===== config.mk =====
export PLATFORM = sky130hd
export DESIGN_NAME = bzt_engine
export DESIGN_NICKNAME = d
export VERILOG_FILES = /design/src/rtl/bzt_pkg.sv /design/src/rtl/bzt_align.sv /design/src/rtl/bzt_beat_seq.sv /design/src/rtl/bzt_engine.sv
export SDC_FILE = /design/constraint.sdc
export NUM_CORES = 1
export LEC_CHECK = 0
export ABC_CLOCK_PERIOD_IN_PS = 3600
export CAP_MARGIN = 25
export CORE_AREA = 2 2 133 135
export DETAILED_ROUTE_END_ITERATION = 8
export DIE_AREA = 0 0 135 137
export HOLD_SLACK_MARGIN = 0.02
export PLACE_DENSITY = 0.87
export SLEW_MARGIN = 10
export SYNTH_ARGS = -nofsm -noshare
export SYNTH_HDL_FRONTEND = slang
export SYNTH_SLANG_ARGS = --single-unit

===== constraint.sdc =====
create_clock -name clk -period 3.6 [get_ports clk]
set_clock_uncertainty 0.15 [all_clocks]
set_input_delay 0.54 -clock clk [delete_from_list [all_inputs] [get_ports clk]]
set_output_delay 0.54 -clock clk [all_outputs]
set_load 0.03 [all_outputs]

===== src/rtl/bzt_pkg.sv =====
package bzt_pkg;
    localparam int ADDR_W    = 64;
    localparam int BEAT_LOG2 = 4;
    localparam int BEAT_BITS = 8 << BEAT_LOG2;
    localparam int TAG_LO    = 56;
    localparam int TAG_W     = 4;
    localparam int SZ_W      = 4;
    localparam int FIELD_MIN = 4;
    localparam int FIELD_MAX = 9;

    typedef enum logic [1:0] {
        S_IDLE  = 2'd0,
        S_CHECK = 2'd1,
        S_WRITE = 2'd2,
        S_DONE  = 2'd3
    } state_e;

    typedef enum logic [1:0] {
        FLT_NONE  = 2'b00,
        FLT_ALIGN = 2'b01,
        FLT_ABORT = 2'b10
    } fault_e;

    function automatic logic [ADDR_W-1:0] blk_mask(input int log2_bytes);
        blk_mask = ~((ADDR_W'(1) << log2_bytes) - ADDR_W'(1));
    endfunction
endpackage


===== src/rtl/bzt_align.sv =====
module bzt_align
    import bzt_pkg::*;
#(
    parameter int BLK_LOG2 = 6
) (
    input  logic [ADDR_W-1:0] addr,
    output logic [ADDR_W-1:0] base,
    output logic [TAG_W-1:0]  tag
);
    localparam logic [ADDR_W-1:0] MASK = blk_mask(BLK_LOG2);

    always_comb begin
        base = addr & MASK;
        tag  = addr[TAG_LO +: TAG_W];
    end
endmodule


===== src/rtl/bzt_beat_seq.sv =====
module bzt_beat_seq
    import bzt_pkg::*;
#(
    parameter int BLK_LOG2 = 6
) (
    input  logic              clk,
    input  logic              rst_n,
    input  logic              load,
    input  logic [ADDR_W-1:0] base_in,
    input  logic              step,
    output logic [ADDR_W-1:0] beat_addr,
    output logic              last
);
    localparam int CNT_W = BLK_LOG2 - BEAT_LOG2;
    localparam logic [CNT_W-1:0] CNT_LAST = {CNT_W{1'b1}};

    logic [ADDR_W-1:0] base_q;
    logic [CNT_W-1:0]  cnt_q;

    always_ff @(posedge clk) begin
        if (!rst_n) begin
            base_q <= '0;
            cnt_q  <= '0;
        end else if (load) begin
            base_q <= base_in;
            cnt_q  <= '0;
        end else if (step) begin
            cnt_q  <= cnt_q + CNT_W'(1);
        end
    end

    always_comb begin
        beat_addr = base_q | (ADDR_W'(cnt_q) << BEAT_LOG2);
        last      = (cnt_q == CNT_LAST);
    end
endmodule


===== src/rtl/bzt_engine.sv =====
module bzt_engine
    import bzt_pkg::*;
#(
    parameter int SIZE_FIELD = 4
) (
    input  logic                 clk,
    input  logic                 rst_n,
    input  logic                 req_valid,
    output logic                 req_ready,
    input  logic [ADDR_W-1:0]    req_addr,
    input  logic                 req_device,
    output logic [SZ_W-1:0]      size_id,
    output logic                 wr_valid,
    input  logic                 wr_ready,
    output logic [ADDR_W-1:0]    wr_addr,
    output logic [BEAT_BITS-1:0] wr_data,
    output logic [TAG_W-1:0]     wr_tag,
    input  logic                 wr_err,
    output logic                 done,
    output logic [1:0]           fault_code,
    output logic [ADDR_W-1:0]    fault_addr,
    output logic                 fault_cm
);
    localparam int BLK_LOG2 = SIZE_FIELD + 2;

    generate
        if (SIZE_FIELD < FIELD_MIN || SIZE_FIELD > FIELD_MAX) begin : g_bad_size
            $error("SIZE_FIELD out of range");
        end
    endgenerate

    state_e            state_q, state_d;
    logic              accept, beat_go, beat_ok;
    logic [ADDR_W-1:0] base_w, beat_addr;
    logic [TAG_W-1:0]  tag_w, tag_q;
    logic              last_w;
    logic              dev_q;
    logic [ADDR_W-1:0] addr_q;
    fault_e            flt_q;
    logic [ADDR_W-1:0] flt_addr_q;

    assign accept  = req_valid && (state_q == S_IDLE);
    assign beat_go = (state_q == S_WRITE) && wr_ready;
    assign beat_ok = beat_go && !wr_err;

    bzt_align #(.BLK_LOG2(BLK_LOG2)) u_align (
        .addr (req_addr),
        .base (base_w),
        .tag  (tag_w)
    );

    bzt_beat_seq #(.BLK_LOG2(BLK_LOG2)) u_seq (
        .clk       (clk),
        .rst_n     (rst_n),
        .load      (accept),
        .base_in   (base_w),
        .step      (beat_ok),
        .beat_addr (beat_addr),
        .last      (last_w)
    );

    // state register
    always_ff @(posedge clk) begin
        if (!rst_n) state_q <= S_IDLE;
        else        state_q <= state_d;
    end

    // next state
    always_comb begin
        state_d = state_q;
        unique case (state_q)
            S_IDLE:  if (req_valid) state_d = S_CHECK;
            S_CHECK: state_d = dev_q ? S_DONE : S_WRITE;
            S_WRITE: if (wr_ready && (wr_err || last_w)) state_d = S_DONE;
            S_DONE:  state_d = S_IDLE;
        endcase
    end

    // request latch and result registers
    always_ff @(posedge clk) begin
        if (!rst_n) begin
            tag_q      <= '0;
            dev_q      <= 1'b0;
            addr_q     <= '0;
            flt_q      <= FLT_NONE;
            flt_addr_q <= '0;
        end else if (accept) begin
            tag_q      <= tag_w;
            dev_q      <= req_device;
            addr_q     <= req_addr;
            flt_q      <= FLT_NONE;
            flt_addr_q <= '0;
        end else if (state_q == S_CHECK && dev_q) begin
            flt_q      <= FLT_ALIGN;
            flt_addr_q <= addr_q;
        end else if (beat_go && wr_err) begin
            flt_q      <= FLT_ABORT;
            flt_addr_q <= beat_addr;
        end
    end

    // outputs
    always_comb begin
        req_ready  = (state_q == S_IDLE);
        wr_valid   = (state_q == S_WRITE);
        done       = (state_q == S_DONE);
        wr_addr    = beat_addr;
        wr_tag     = tag_q;
        wr_data    = '0;
        size_id    = SZ_W'(SIZE_FIELD);
        fault_code = done ? flt_q : FLT_NONE;
        fault_addr = done ? flt_addr_q : '0;
        fault_cm   = 1'b0;
    end
endmodule


==> results.py <==
metrics = {
    "run_status": {
        "status": "finished, final reports clean",
    },
    "sta": {
        "min_period_ns": 3.20,
        "fmax_mhz": 312,
        "max_slew.worst_pin.slew_ns": 0.968,
        "relSlewSlack_pct": 35.5,
        "fin_tns_setup_ns": 0,
        "holdWs_ns": 0.296,
        "fin_crit_sh_pct": 88.9,
        "finalHoldViolCount": 0,
        "setup_ws_ns": 0.400,
        "setup_violations": 0,
        "rsz0062_at_grt": "false",
        "finalMaxSlewViolations": 0,
    },
    "synthesis": {
        "ys_warn_count": 0,
        "synth_ff_type": "dfxtp_1",
        "ys_ff_latch": 135,
        "synthDistinctLibCells": 37,
        "synth_seq_area_share_pct": 38.2,
        "synth_area_um2": 7070,
        "synth-edff-count": 0,
        "syn_inst": 874,
        "synth-async-reset-ratio_pct": 0,
        "syn_avg_cell_area_um2": 8.09,
    },
    "route": {
        "antenna_left": 0,
        "drc": 0,
        "num_vias": 5422,
        "firstDrtPassIters": 4,
        "drt_iter0_drc": 210,
        "totalWireLength_um": 16700,
        "via_per_inst": 4.43,
        "wl_per_cell_um": 13.7,
    },
    "flow_run": {
        "maxCapViolations": 0,
    },
    "worst_hold_path": {
        "min_path_cells": 2,
        "whs_endpoint": "flt_addr_q[54]$_SDFFE_PP0P_",
        "hp-class": "flop to flop",
        "min_from": "flt_addr_q[54]$_SDFFE_PP0P_",
    },
    "cells_and_area": {
        "final_cell_mix": "nand2_1 (225), clkdlybuf4s50_1 (202), conb_1 (137)",
        "final_nets": 1065,
        "num_antenna_cells": 0,
        "syn2layout_area_growth_pct": 23.2,
        "layout_commonest_cell": "nand2_1",
        "finish.utilization_pct": 51.1,
        "layout-drive-gt1-share_pct": 9.80,
    },
    "power": {
        "ir_drop_uv": 323,
        "cellPowerDensity_nw_per_um2": 601,
        "p_leak_nw": 3.27,
        "finalPower_mw": 5.23,
    },
    "grt": {
        "grt_max_degree": 69,
        "grt_pass1_vias": 4989,
        "grtUsageTotal_pct": 17.2,
        "antenna_found_initial": 0,
        "gr-total-overflow": 0,
        "grt_pass1_wl_um": 24900,
    },
    "place": {
        "numPortBuffers": 202,
        "detailed_place_hpwl_um": 11300,
        "detailedPlace.worstSlack_ns": 0.795,
        "gp_congestion": 0.749,
    },
    "cts": {
        "cts.sink_count": 135,
        "cts_tree": "built",
        "post-cts-setup-buffers": 0,
        "clockBufferDepth": 2,
        "cts_made_buffers": 17,
        "ctsHoldBuffers": 0,
        "htreeDepth": 4,
        "cts-resized-gates": 0,
        "insertion_delay_ns": 0.41,
        "cts-root-buf": "clkbuf_16",
        "clkTransAtPathRegs_ns": 0.06,
    },
    "setup_path": {
        "r2r_start": "state_q[0]$_SDFFE_PN0P_",
        "cp.arrival_ns": 2.51,
        "worst-setup-path-type": "flop to output pin",
        "cp.required_ns": 2.91,
        "worst_setup_path_end_kind": "output pin",
        "crit_path_start_kind": "flop",
        "rrSetupSlack_ns": 1.21,
        "reg2reg_to": "flt_addr_q[12]$_SDFFE_PP0P_",
        "critical_path.max_fanout": 27,
        "reg2regPathDepth": 6,
    },
    "floorplan": {
        "die_area_um2": 18500,
        "fp-row-count": 48,
        "core_area_um2": 17100,
        "die-height_um": 137,
        "start_util_pct": 41.4,
        "io_pins": 340,
        "die_w_um": 135,
    },
}
-- layer usage --
metal  GRT usage, %  vias up  part of all wire [%]
met5              0        -                     0
met4           6.31        0                   1.3
met3           4.07       15                   7.0
met2           28.8      224                    49
met1           21.6     2530                    43
li1               -     2653                     -
-- critical path: stages (launching register included) --
cell	delay [ns]
dfxtp_1	0.40
ha_2	0.50
buf_4	0.33
and2_1	0.17
clkdlybuf4s50_1	0.67
-- through the flow --
stage	area, µm²	cells
after floorplan	7580	1009
after global placement	8120	1195
after detailed placement	8120	1195
after CTS	8710	1225
after global routing	8710	1225
final	8710	1225
-- cells by family (layout without fill, tap and decap cells) --
group / Yosys count / after routing / synth area share (%)
fa+ha+maj: 6 / 6 / 1.06
compound gates: 139 / 139 / 12.4
other cells: 2 / 137 / 0.106
mux: 2 / 2 / 0.283
xor+xnor: 1 / 1 / 0.124
buf+inv: 254 / 245 / 26.5
simple gates: 335 / 335 / 21.3
flops: 135 / 135 / 38.2
-- synthesized netlist by cell type, drive strengths merged, types with 2 or more instances --
| cell type | count | share of area [%] |
|---|---|---|
| a21oi | 125 | 10 |
| a22oi | 4 | 0.42 |
| and2 | 68 | 6.0 |
| buf | 233 | 25 |
| clkbuf | 17 | 0.90 |
| conb | 2 | 0.11 |
| dfxtp | 135 | 38 |
| ha | 6 | 1.1 |
| inv | 4 | 0.21 |
| mux2i | 2 | 0.28 |
| nand2 | 249 | 14 |
| nand2b | 3 | 0.27 |
| nor2 | 9 | 0.48 |
| o221a | 2 | 0.32 |
-- how the worst max path moves through the flow --
stage / to / depth (start not counted) / slack, ns / from
floorplan: fault_addr[23] / 4 / 1.38 / state_q[0]$_SDFFE_PN0P_
finish: fault_addr[23] / 4 / 0.40 / state_q[1]$_SDFFE_PN0P_
global placement: fault_addr[3] / 4 / 0.88 / state_q[0]$_SDFFE_PN0P_
CTS: fault_addr[11] / 4 / 0.33 / state_q[1]$_SDFFE_PN0P_
global route: fault_addr[14] / 4 / 0.24 / state_q[1]$_SDFFE_PN0P_
detailed placement: fault_addr[11] / 4 / 0.79 / state_q[1]$_SDFFE_PN0P_
-- sequential cells by signal, indices dropped and copies added, names as in the netlist --
name and cells:
addr_q 61, dev_q 1, flt_addr_q 64, flt_q 2
state_q 2, u_seq.cnt_q 2, wr_tag 3
-- power breakdown --
part           total, mW  internal (mW)  switching [mW]
Clock               1.73           1.07           0.659
Combinational       1.70          0.526            1.18
Sequential          1.80           1.66           0.137
Total               5.23           3.26            1.97
-- cell type report --
class | instances | area [µm²]
Sequential cell | 135 | 2700
Clock buffer | 20 | 467
Multi-Input combinational cell | 620 | 3020
Fill cell | 1618 | 8350
Tap cell | 225 | 282
Inverter | 4 | 15.0
Clock inverter | 10 | 121
Timing Repair Buffer | 211 | 2100
No activity file was read; power rests on OpenSTA's default activity.
